$ cat src/rtl/cis_pkg.sv
package cis_pkg;

    typedef enum logic [1:0] {
        CARD_SD   = 2'd0,
        CARD_SDIO = 2'd1,
        CARD_MMC  = 2'd2
    } card_kind_e;

    typedef enum logic [1:0] {
        RSP_NONE  = 2'd0,
        RSP_SHORT = 2'd1,
        RSP_LONG  = 2'd2
    } rsp_kind_e;

    typedef enum logic [1:0] {
        PH_IDLE  = 2'd0,
        PH_WAIT  = 2'd1,
        PH_XFER  = 2'd2,
        PH_FAULT = 2'd3
    } phase_e;

    typedef enum logic [1:0] {
        STEP_OPCOND = 2'd0,
        STEP_CID    = 2'd1,
        STEP_ADDR   = 2'd2
    } step_e;

    localparam int IDX_W = 6;
    localparam int ARG_W = 32;
    localparam int CID_W = 128;
    localparam int RCA_W = 16;

    localparam logic [IDX_W-1:0] IDX_OPCOND = 6'd1;
    localparam logic [IDX_W-1:0] IDX_CID    = 6'd2;
    localparam logic [IDX_W-1:0] IDX_ADDR   = 6'd3;

    typedef struct packed {
        logic [IDX_W-1:0] idx;
        logic [ARG_W-1:0] arg;
        rsp_kind_e        rsp;
    } cmd_req_t;

    function automatic step_e first_step(input logic [1:0] kind);
        case (kind)
            CARD_MMC:  return STEP_OPCOND;
            CARD_SDIO: return STEP_ADDR;
            default:   return STEP_CID;
        endcase
    endfunction

endpackage

$ cat src/rtl/cis_cmd_table.sv
module cis_cmd_table
    import cis_pkg::*;
#(
    parameter logic [31:0] OCR_ARG = 32'h40FF_8000
) (
    input  step_e    step,
    output cmd_req_t req
);
    always_comb begin
        req = '{idx: IDX_CID, arg: '0, rsp: RSP_LONG};
        case (step)
            STEP_OPCOND: req = '{idx: IDX_OPCOND, arg: OCR_ARG, rsp: RSP_SHORT};
            STEP_ADDR:   req = '{idx: IDX_ADDR,   arg: '0,      rsp: RSP_SHORT};
            default:     req = '{idx: IDX_CID,    arg: '0,      rsp: RSP_LONG};
        endcase
    end
endmodule

$ cat src/rtl/cis_seq_fsm.sv
module cis_seq_fsm
    import cis_pkg::*;
#(
    parameter int CNT_W = 3,
    parameter int RPT_W = 2
) (
    input  logic             clk,
    input  logic             rst,
    input  logic             start,
    input  logic [1:0]       card_kind,
    input  logic [CNT_W-1:0] card_count,
    input  logic [RPT_W-1:0] rca_repeat,
    input  logic             rsp_done,
    input  logic             rsp_err,
    output phase_e           phase,
    output step_e            step,
    output logic             cap_cid,
    output logic             cap_rca,
    output logic             done,
    output logic             clk_fast
);
    logic [1:0]       kind_q;
    logic [CNT_W-1:0] cards_left;
    logic [RPT_W-1:0] rep_cnt;
    logic [RPT_W-1:0] rep_lim;
    logic             accept;
    logic             more_cards;

    assign accept     = (phase == PH_WAIT) && rsp_done && !rsp_err;
    assign cap_cid    = accept && (step == STEP_CID);
    assign cap_rca    = accept && (step == STEP_ADDR);
    assign more_cards = (kind_q != CARD_SDIO) && (cards_left > CNT_W'(1));

    always_ff @(posedge clk) begin
        if (rst) begin
            phase      <= PH_IDLE;
            step       <= STEP_CID;
            kind_q     <= CARD_SD;
            cards_left <= '0;
            rep_cnt    <= '0;
            rep_lim    <= '0;
            done       <= 1'b0;
            clk_fast   <= 1'b0;
        end else begin
            done <= 1'b0;
            if (start && phase != PH_WAIT) begin
                phase      <= PH_WAIT;
                kind_q     <= card_kind;
                step       <= first_step(card_kind);
                cards_left <= (card_count == '0) ? CNT_W'(1) : card_count;
                rep_lim    <= rca_repeat;
                rep_cnt    <= '0;
                clk_fast   <= 1'b0;
            end else if (phase == PH_WAIT) begin
                if (rsp_err) begin
                    phase <= PH_FAULT;
                end else if (rsp_done) begin
                    case (step)
                        STEP_OPCOND: step <= STEP_CID;
                        STEP_CID: begin
                            step    <= STEP_ADDR;
                            rep_cnt <= '0;
                        end
                        default: begin
                            if (rep_cnt != rep_lim) begin
                                rep_cnt <= rep_cnt + RPT_W'(1);
                            end else if (more_cards) begin
                                cards_left <= cards_left - CNT_W'(1);
                                step       <= STEP_CID;
                            end else begin
                                phase    <= PH_XFER;
                                done     <= 1'b1;
                                clk_fast <= 1'b1;
                            end
                        end
                    endcase
                end
            end
        end
    end
endmodule

$ cat src/rtl/cis_id_store.sv
module cis_id_store
    import cis_pkg::*;
(
    input  logic             clk,
    input  logic             rst,
    input  logic             cap_cid,
    input  logic             cap_rca,
    input  logic [CID_W-1:0] rsp_data,
    output logic [CID_W-1:0] cid,
    output logic [RCA_W-1:0] rca
);
    always_ff @(posedge clk) begin
        if (rst) begin
            cid <= '0;
            rca <= '0;
        end else begin
            if (cap_cid) cid <= rsp_data;
            if (cap_rca) rca <= rsp_data[31:16];
        end
    end
endmodule

$ cat src/rtl/card_ident_seq.sv
module card_ident_seq
    import cis_pkg::*;
#(
    parameter int          CNT_W   = 3,
    parameter int          RPT_W   = 2,
    parameter logic [31:0] OCR_ARG = 32'h40FF_8000
) (
    input  logic             clk,
    input  logic             rst,
    input  logic             start,
    input  logic [1:0]       card_kind,
    input  logic [CNT_W-1:0] card_count,
    input  logic [RPT_W-1:0] rca_repeat,
    input  logic             rsp_done,
    input  logic             rsp_err,
    input  logic [127:0]     rsp_data,
    output logic             cmd_valid,
    output logic [5:0]       cmd_idx,
    output logic [31:0]      cmd_arg,
    output logic [1:0]       cmd_rsp,
    output logic [127:0]     cid,
    output logic [15:0]      rca,
    output logic             clk_fast,
    output logic             fault,
    output logic             done
);
    phase_e   phase;
    step_e    step;
    cmd_req_t req;
    logic     cap_cid;
    logic     cap_rca;

    cis_seq_fsm #(.CNT_W(CNT_W), .RPT_W(RPT_W)) u_fsm (
        .clk        (clk),
        .rst        (rst),
        .start      (start),
        .card_kind  (card_kind),
        .card_count (card_count),
        .rca_repeat (rca_repeat),
        .rsp_done   (rsp_done),
        .rsp_err    (rsp_err),
        .phase      (phase),
        .step       (step),
        .cap_cid    (cap_cid),
        .cap_rca    (cap_rca),
        .done       (done),
        .clk_fast   (clk_fast)
    );

    cis_cmd_table #(.OCR_ARG(OCR_ARG)) u_table (
        .step (step),
        .req  (req)
    );

    cis_id_store u_store (
        .clk      (clk),
        .rst      (rst),
        .cap_cid  (cap_cid),
        .cap_rca  (cap_rca),
        .rsp_data (rsp_data),
        .cid      (cid),
        .rca      (rca)
    );

    assign cmd_valid = (phase == PH_WAIT);
    assign fault     = (phase == PH_FAULT);
    assign cmd_idx   = req.idx;
    assign cmd_arg   = req.arg;
    assign cmd_rsp   = req.rsp;
endmodule

$ cat config.mk
export PLATFORM = sky130hd
export DESIGN_NAME = card_ident_seq
export DESIGN_NICKNAME = d
export VERILOG_FILES = /design/src/rtl/cis_pkg.sv /design/src/rtl/cis_cmd_table.sv /design/src/rtl/cis_seq_fsm.sv /design/src/rtl/cis_id_store.sv /design/src/rtl/card_ident_seq.sv
export SDC_FILE = /design/constraint.sdc
export NUM_CORES = 1
export LEC_CHECK = 0
export BUFFER_PORTS_ARGS = -buffer_cell sky130_fd_sc_hd__clkbuf_2
export CAP_MARGIN = 20
export CORE_MARGIN = 1
export CORE_UTILIZATION = 25
export CTS_CLUSTER_DIAMETER = 100
export DETAILED_ROUTE_END_ITERATION = 10
export HOLD_SLACK_MARGIN = 0.1
export PLACE_DENSITY = 0.54
export SKIP_CTS_REPAIR_TIMING = 1
export SYNTH_ARGS = -nofsm -noshare
export SYNTH_HDL_FRONTEND = slang
export SYNTH_HIERARCHICAL = 1
export SYNTH_SLANG_ARGS = --single-unit
$ cat constraint.sdc
create_clock -name clk -period 2.95 [get_ports clk]
set_input_delay 0.59 -clock clk [delete_from_list [all_inputs] [get_ports clk]]
set_output_delay 0.59 -clock clk [all_outputs]
set_load 0.01 [all_outputs]
-- Yosys cells after proc, flatten, opt, wreduce, memory -nomap -nowiden
Cells that the tools add are included.
- bits in latches: 0
- memory bits (read-only): 0
- bits of input ports: 140
- register bits: 159
- logic and storage cells: 92
- memories: 0
- bits in writable memories: 0
- add/subtract/negate cells: 2
- reduce and logical (&&, ||, !) cells: 25
- muxes and demuxes: 27
- div/mod/pow operators: 0
- shifts and indexed selects: 0
- bitwise operators: 7
- $lt $le $gt $ge: 1
- eq/ne operators: 19
- $mul: 0
- operators by type and width (cell ; count):
    36-bit case mux with 2 select lines ; 1
    2-bit 2-to-1 mux ; 12
    3-bit 2-to-1 mux ; 8
    5-bit AND reduction ; 4
    2-bit by 1-bit != test with 1-bit output (second input constant) ; 6
    2-bit case mux with 2 select lines ; 3
    6-bit AND reduction ; 2
    2-bit nonzero test ; 5
    8-bit OR reduction ; 1
    1-bit inverter ; 7
    2-bit by 1-bit equality test with 1-bit output (second input constant) ; 3
    2-bit equality test (second input constant) ; 3
    1-bit logical AND ; 6
    2-bit != test (second input constant) ; 2
    4-bit by 2-bit != test with 1-bit output (second input constant) ; 1
    4-bit nonzero test ; 1
    2-bit OR reduction ; 2
    3-bit by 1-bit > comparator with 1-bit output (second input constant) ; 1
    3-bit zero test ; 1
    1-bit 2-to-1 mux ; 3
    3-bit by 1-bit != test with 1-bit output (second input constant) ; 1
    3-bit by 2-bit != test with 1-bit output (second input constant) ; 1
    3-bit != test (second input constant) ; 1
    3-bit nonzero test ; 1
    5 further kinds ; 5

-- Logic depth before layout (Yosys ltp)
- depth after elaboration: 9
- depth in mapped cells: 6
- mapped depth without buffers: 6

-- Cells and area by module
Netlist, hierarchy kept.
- modules (own cells, without submodules) (module ; area each (sq um) ; cells an instance ; times used ; sequential area each (sq um)):
    cis_id_store ; 5225.0 ; 464 ; 1 ; 2882.8
    cis_seq_fsm ; 828.3 ; 101 ; 1 ; 300.3
    cis_cmd_table ; 291.5 ; 41 ; 1 ; 0.0
    card_ident_seq ; 16.3 ; 2 ; 1 ; 0.0

-- Worst setup path after synthesis
OpenSTA, ideal clock, no wires.
- kind: input-to-reg
- start: in rsp_done
- end: reg u_store.cid[86]
- slack: 874 ps
- path buffers: 2
- arrival: 1948 ps
- data required time: 2822 ps
- library setup time: 128 ps
- cell stages on the path: 6
- cells stage by stage: nor4bb_1 > and3_1 > buf_12 > buf_12 > mux2i_1 > nor2_1
- word-level cells in the longest chain between the ends: 3
- ends and longest elaborated chain (what ; RTL line ; text):
    start, declared ; card_ident_seq.sv:14 ; input logic rsp_done,
    1-bit logical AND (2 in series) ; cis_seq_fsm.sv:29 ; assign accept = (phase == PH_WAIT) && rsp_done && !rsp_err;
    1-bit logical AND ; cis_seq_fsm.sv:30 ; assign cap_cid = accept && (step == STEP_CID);
    named net cap_cid ; card_ident_seq.sv:30 ; logic cap_cid;
    end signal, assigned ; cis_id_store.sv:17 ; if (cap_cid) cid <= rsp_data;
    end, declared ; cis_id_store.sv:9 ; output logic [CID_W-1:0] cid,
The timed path passes the listed nets, and every way through them passes these cells.
A chain may end at the register's enable or synchronous reset.

-- Worst setup path after layout
- start: reg u_fsm.step[0]
- end: out cmd_arg[22]
- word-level cells in the longest chain between the ends: 2
- elaborated cells between the ends (all ways): 3
- ends and longest elaborated chain (what ; RTL line ; text):
    start, declared ; cis_seq_fsm.sv:16 ; output step_e step,
    start signal, assigned ; cis_seq_fsm.sv:49 ; step <= first_step(card_kind);
    2-bit equality test or 2-bit zero test (tied branches) ; cis_cmd_table.sv:11 ; case (step)
    36-bit case mux with 2 select lines (*) ; cis_cmd_table.sv:11 ;
    end, declared ; card_ident_seq.sv:19 ; output logic [31:0] cmd_arg,
Every way passes the cells marked *; elsewhere a longest branch is shown, timed or not.

==> impl_metrics.json <==
{
  "pwr-share-clk": 0.466,
  "antenna_found_initial": 0,
  "h-tree-depth": 4,
  "power.leakage_nw": 3.77,
  "p_int_mw": 3.81,
  "cts_tree": "yes",
  "drt_iter0_markers": 160,
  "tightest_slew_ns": 0.632,
  "num_antenna_cells": 0,
  "drt_pre_antenna_iters": 4,
  "power_density_mw_per_mm2": 586,
  "fmax_mhz": 486,
  "finalSetupViolCount": 0,
  "worstHoldPathType": "primary input to register",
  "insertion_delay_ns": 0.41,
  "viasPerCell": 4.09,
  "yosys-top-cells-count": "159 x dfxtp_1, 154 x nor2_1, 144 x mux2i_1, 40 x buf_4, 14 x nand2_1",
  "antenna_left": 0,
  "synth_top_area_frac": 0.500,
  "synthTopCellsByArea": "dfxtp_1 50%, mux2i_1 23%, nor2_1 9.1%, buf_4 4.7%, buf_12 4.1%",
  "avgSynthCellArea_um2": 10.5,
  "met2WireLength_um": 8080,
  "wl_met3_um": 922,
  "power_mw": 5.03,
  "synthCells": 608,
  "start_util": 0.254,
  "critPathMaxStageDelay_ns": 0.43,
  "synth.ff_latch_count": 159,
  "hold_violations": 0,
  "synthesis.area_mm2": 0.00636,
  "dp.cells": 1207,
  "io-pin-count": 328,
  "cp_max_fo": 10,
  "cp_slowest_cell": "nor2_1",
  "p_seq_frac": 0.444,
  "die_area_mm2": 0.0261,
  "path_clk_slew_ns": 0.07,
  "path_cells": "nor2_1 -> clkbuf_2",
  "yosysTopAreaCell": "dfxtp_1",
  "highest_layer": "met4",
  "drcViolationCount": 0,
  "fillers": 2636,
  "slew_viol_final": 0,
  "grt_pass1_vias": 4662,
  "ys.flop_type": "dfxtp_1",
  "cts_buffers": 17,
  "cp_data_arrival_time_ns": 1.47,
  "vdd_drop_max_mv": 0.298,
  "fin_crit_ns": 2.06,
  "finalCritPeriodShare": 0.698,
  "cts_buffer_depth": 2,
  "vias": 5063,
  "grt_max_degree": 52,
  "yosysWarnings": 6,
  "core-area_mm2": 0.0250,
  "die_w_um": 162,
  "fin_nets": 1039,
  "portBuffers": 301,
  "final_cells": 1239,
  "grt.total_usage": 0.118,
  "rows": 58,
  "fin_tns_setup_ns": 0,
  "dp_hpwl_um": 11900,
  "ctsRootBufferMaster": "clkbuf_16",
  "p_comb_frac": 0.090,
  "sw_frac_of_total": 0.243,
  "slew_headroom": 0.575,
  "async_flop_share": 0,
  "clkSinkCount": 159,
  "hold_ws_ns": 0.397,
  "wl_um": 16000,
  "yosysMostFrequentCell": "dfxtp_1",
  "drive_gt1_frac": 0.389,
  "required_ns": 2.36,
  "seq_area_frac_synth": 0.500,
  "rsz0062_at_grt": "false",
  "synth_edf_count": 0,
  "fin_skew_ns": 0.0106,
  "overflow": 0,
  "status": "finished clean",
  "die_y_um": 162,
  "gp_congestion": 0.759,
  "routedWlPerCell_um": 12.9,
  "ys_types": 48,
  "endpoint_kind": "primary output",
  "cap_violations": 0,
  "power_switching_mw": 1.22,
  "start_kind": "register",
  "grt_pass1_wl_um": 24400,
  "wl_met1_um": 6800,
  "area_growth_pct": 35.1,
  "crit_type": "register to primary output"
}
==> routing by layer <==
layer / vias up / global-route usage
li1: 2548 / -
met1: 2349 / 0.140
met2: 159 / 0.208
met3: 7 / 0.0285
met4: 0 / 0.0377
met5: - / 0
==> cell type report <==
cell class	instances	area, um^2	share of cell area
flip-flops and latches	159	3180	0.371
inverters	8	30.0	0.00350
clock buffers	19	453	0.0527
multi-input cells	395	2610	0.304
repair buffers	315	1730	0.201
clock inverters	13	175	0.0204
well taps	330	413	0.0481
==> logic make-up (layout without fill, tap and decap cells) <==
| kind of cell | count (synthesis) | count (layout) | share of synthesized area |
|---|---|---|---|
| xor+xnor | 3 | 3 | 0.00413 |
| simple gates | 190 | 190 | 0.126 |
| compound gates | 29 | 29 | 0.0311 |
| other cells | 1 | 26 | 0.000590 |
| flops | 159 | 159 | 0.500 |
| mux | 144 | 144 | 0.227 |
| buf+inv | 79 | 355 | 0.106 |
| fa+ha+maj | 3 | 3 | 0.00590 |
==> placed cells by master, fill, tap and decap left out, types with 3 or more instances in the layout <==
| master | n |
|---|---|
| bufinv_16 | 3 |
| buf_12 | 9 |
| clkinv_4 | 3 |
| o21ai_0 | 3 |
| dfxtp_1 | 159 |
| mux2i_1 | 144 |
| inv_1 | 7 |
| nand2_1 | 14 |
| ha_1 | 3 |
| clkbuf_2 | 300 |
| inv_6 | 4 |
| buf_4 | 6 |
| a211oi_1 | 3 |
| nor2_1 | 154 |
| a21oi_1 | 9 |
| conb_1 | 26 |
| clkbuf_16 | 17 |
==> per-stage QoR <==
step	setup WS, ns	utilization	area, um^2
after floorplan	0.874	-	6450
after global placement	0.649	0.318	7960
after detailed placement	0.588	0.318	7960
after CTS	0.854	0.343	8590
after global routing	0.735	0.343	8590
final	0.892	0.343	8590
==> state kept, by name, summed over array words and instances, names as in the netlist <==
signal	cells
u_fsm/cards_left	3
u_store/cid	128
u_fsm/step	2
u_store/rca	16
u_fsm/rep_lim	2
u_fsm/clk_fast	1
u_fsm/rep_cnt	2
u_fsm/done	1
u_fsm/kind_q	2
u_fsm/phase	2
==> power groups by stage <==
| stage | Clock (mW) | Sequential, mW | Combinational (mW) |
|---|---|---|---|
| floorplan | 0 | 2.30 | 0.287 |
| detailed placement | 0 | 2.28 | 0.458 |
| global placement | 0 | 2.28 | 0.455 |
| global route | 2.52 | 2.24 | 0.498 |
| CTS | 2.43 | 2.24 | 0.460 |
| finish | 2.34 | 2.24 | 0.452 |
==> final timing paths <==
kind	from	end	slack [ns]	depth (start not counted)
worst max-delay path	u_fsm/step[0]	cmd_arg[22]	0.89	2
worst min-delay path	rca_repeat[1]	u_fsm/rep_lim[1]	0.40	3
worst max register to register	u_fsm/phase[0]	u_store/cid[65]	0.91	6
worst min register to register	u_fsm/kind_q[0]	u_fsm/kind_q[0]	0.46	2
==> critical path, delay by kind of cell (launching register included) <==
kind | cells | cell delay [ns]
DFF | 1 | 0.40
and+or+nand+nor | 1 | 0.43
buffers and inverters | 1 | 0.22
Note: power is estimated with default switching activity, not from simulation.
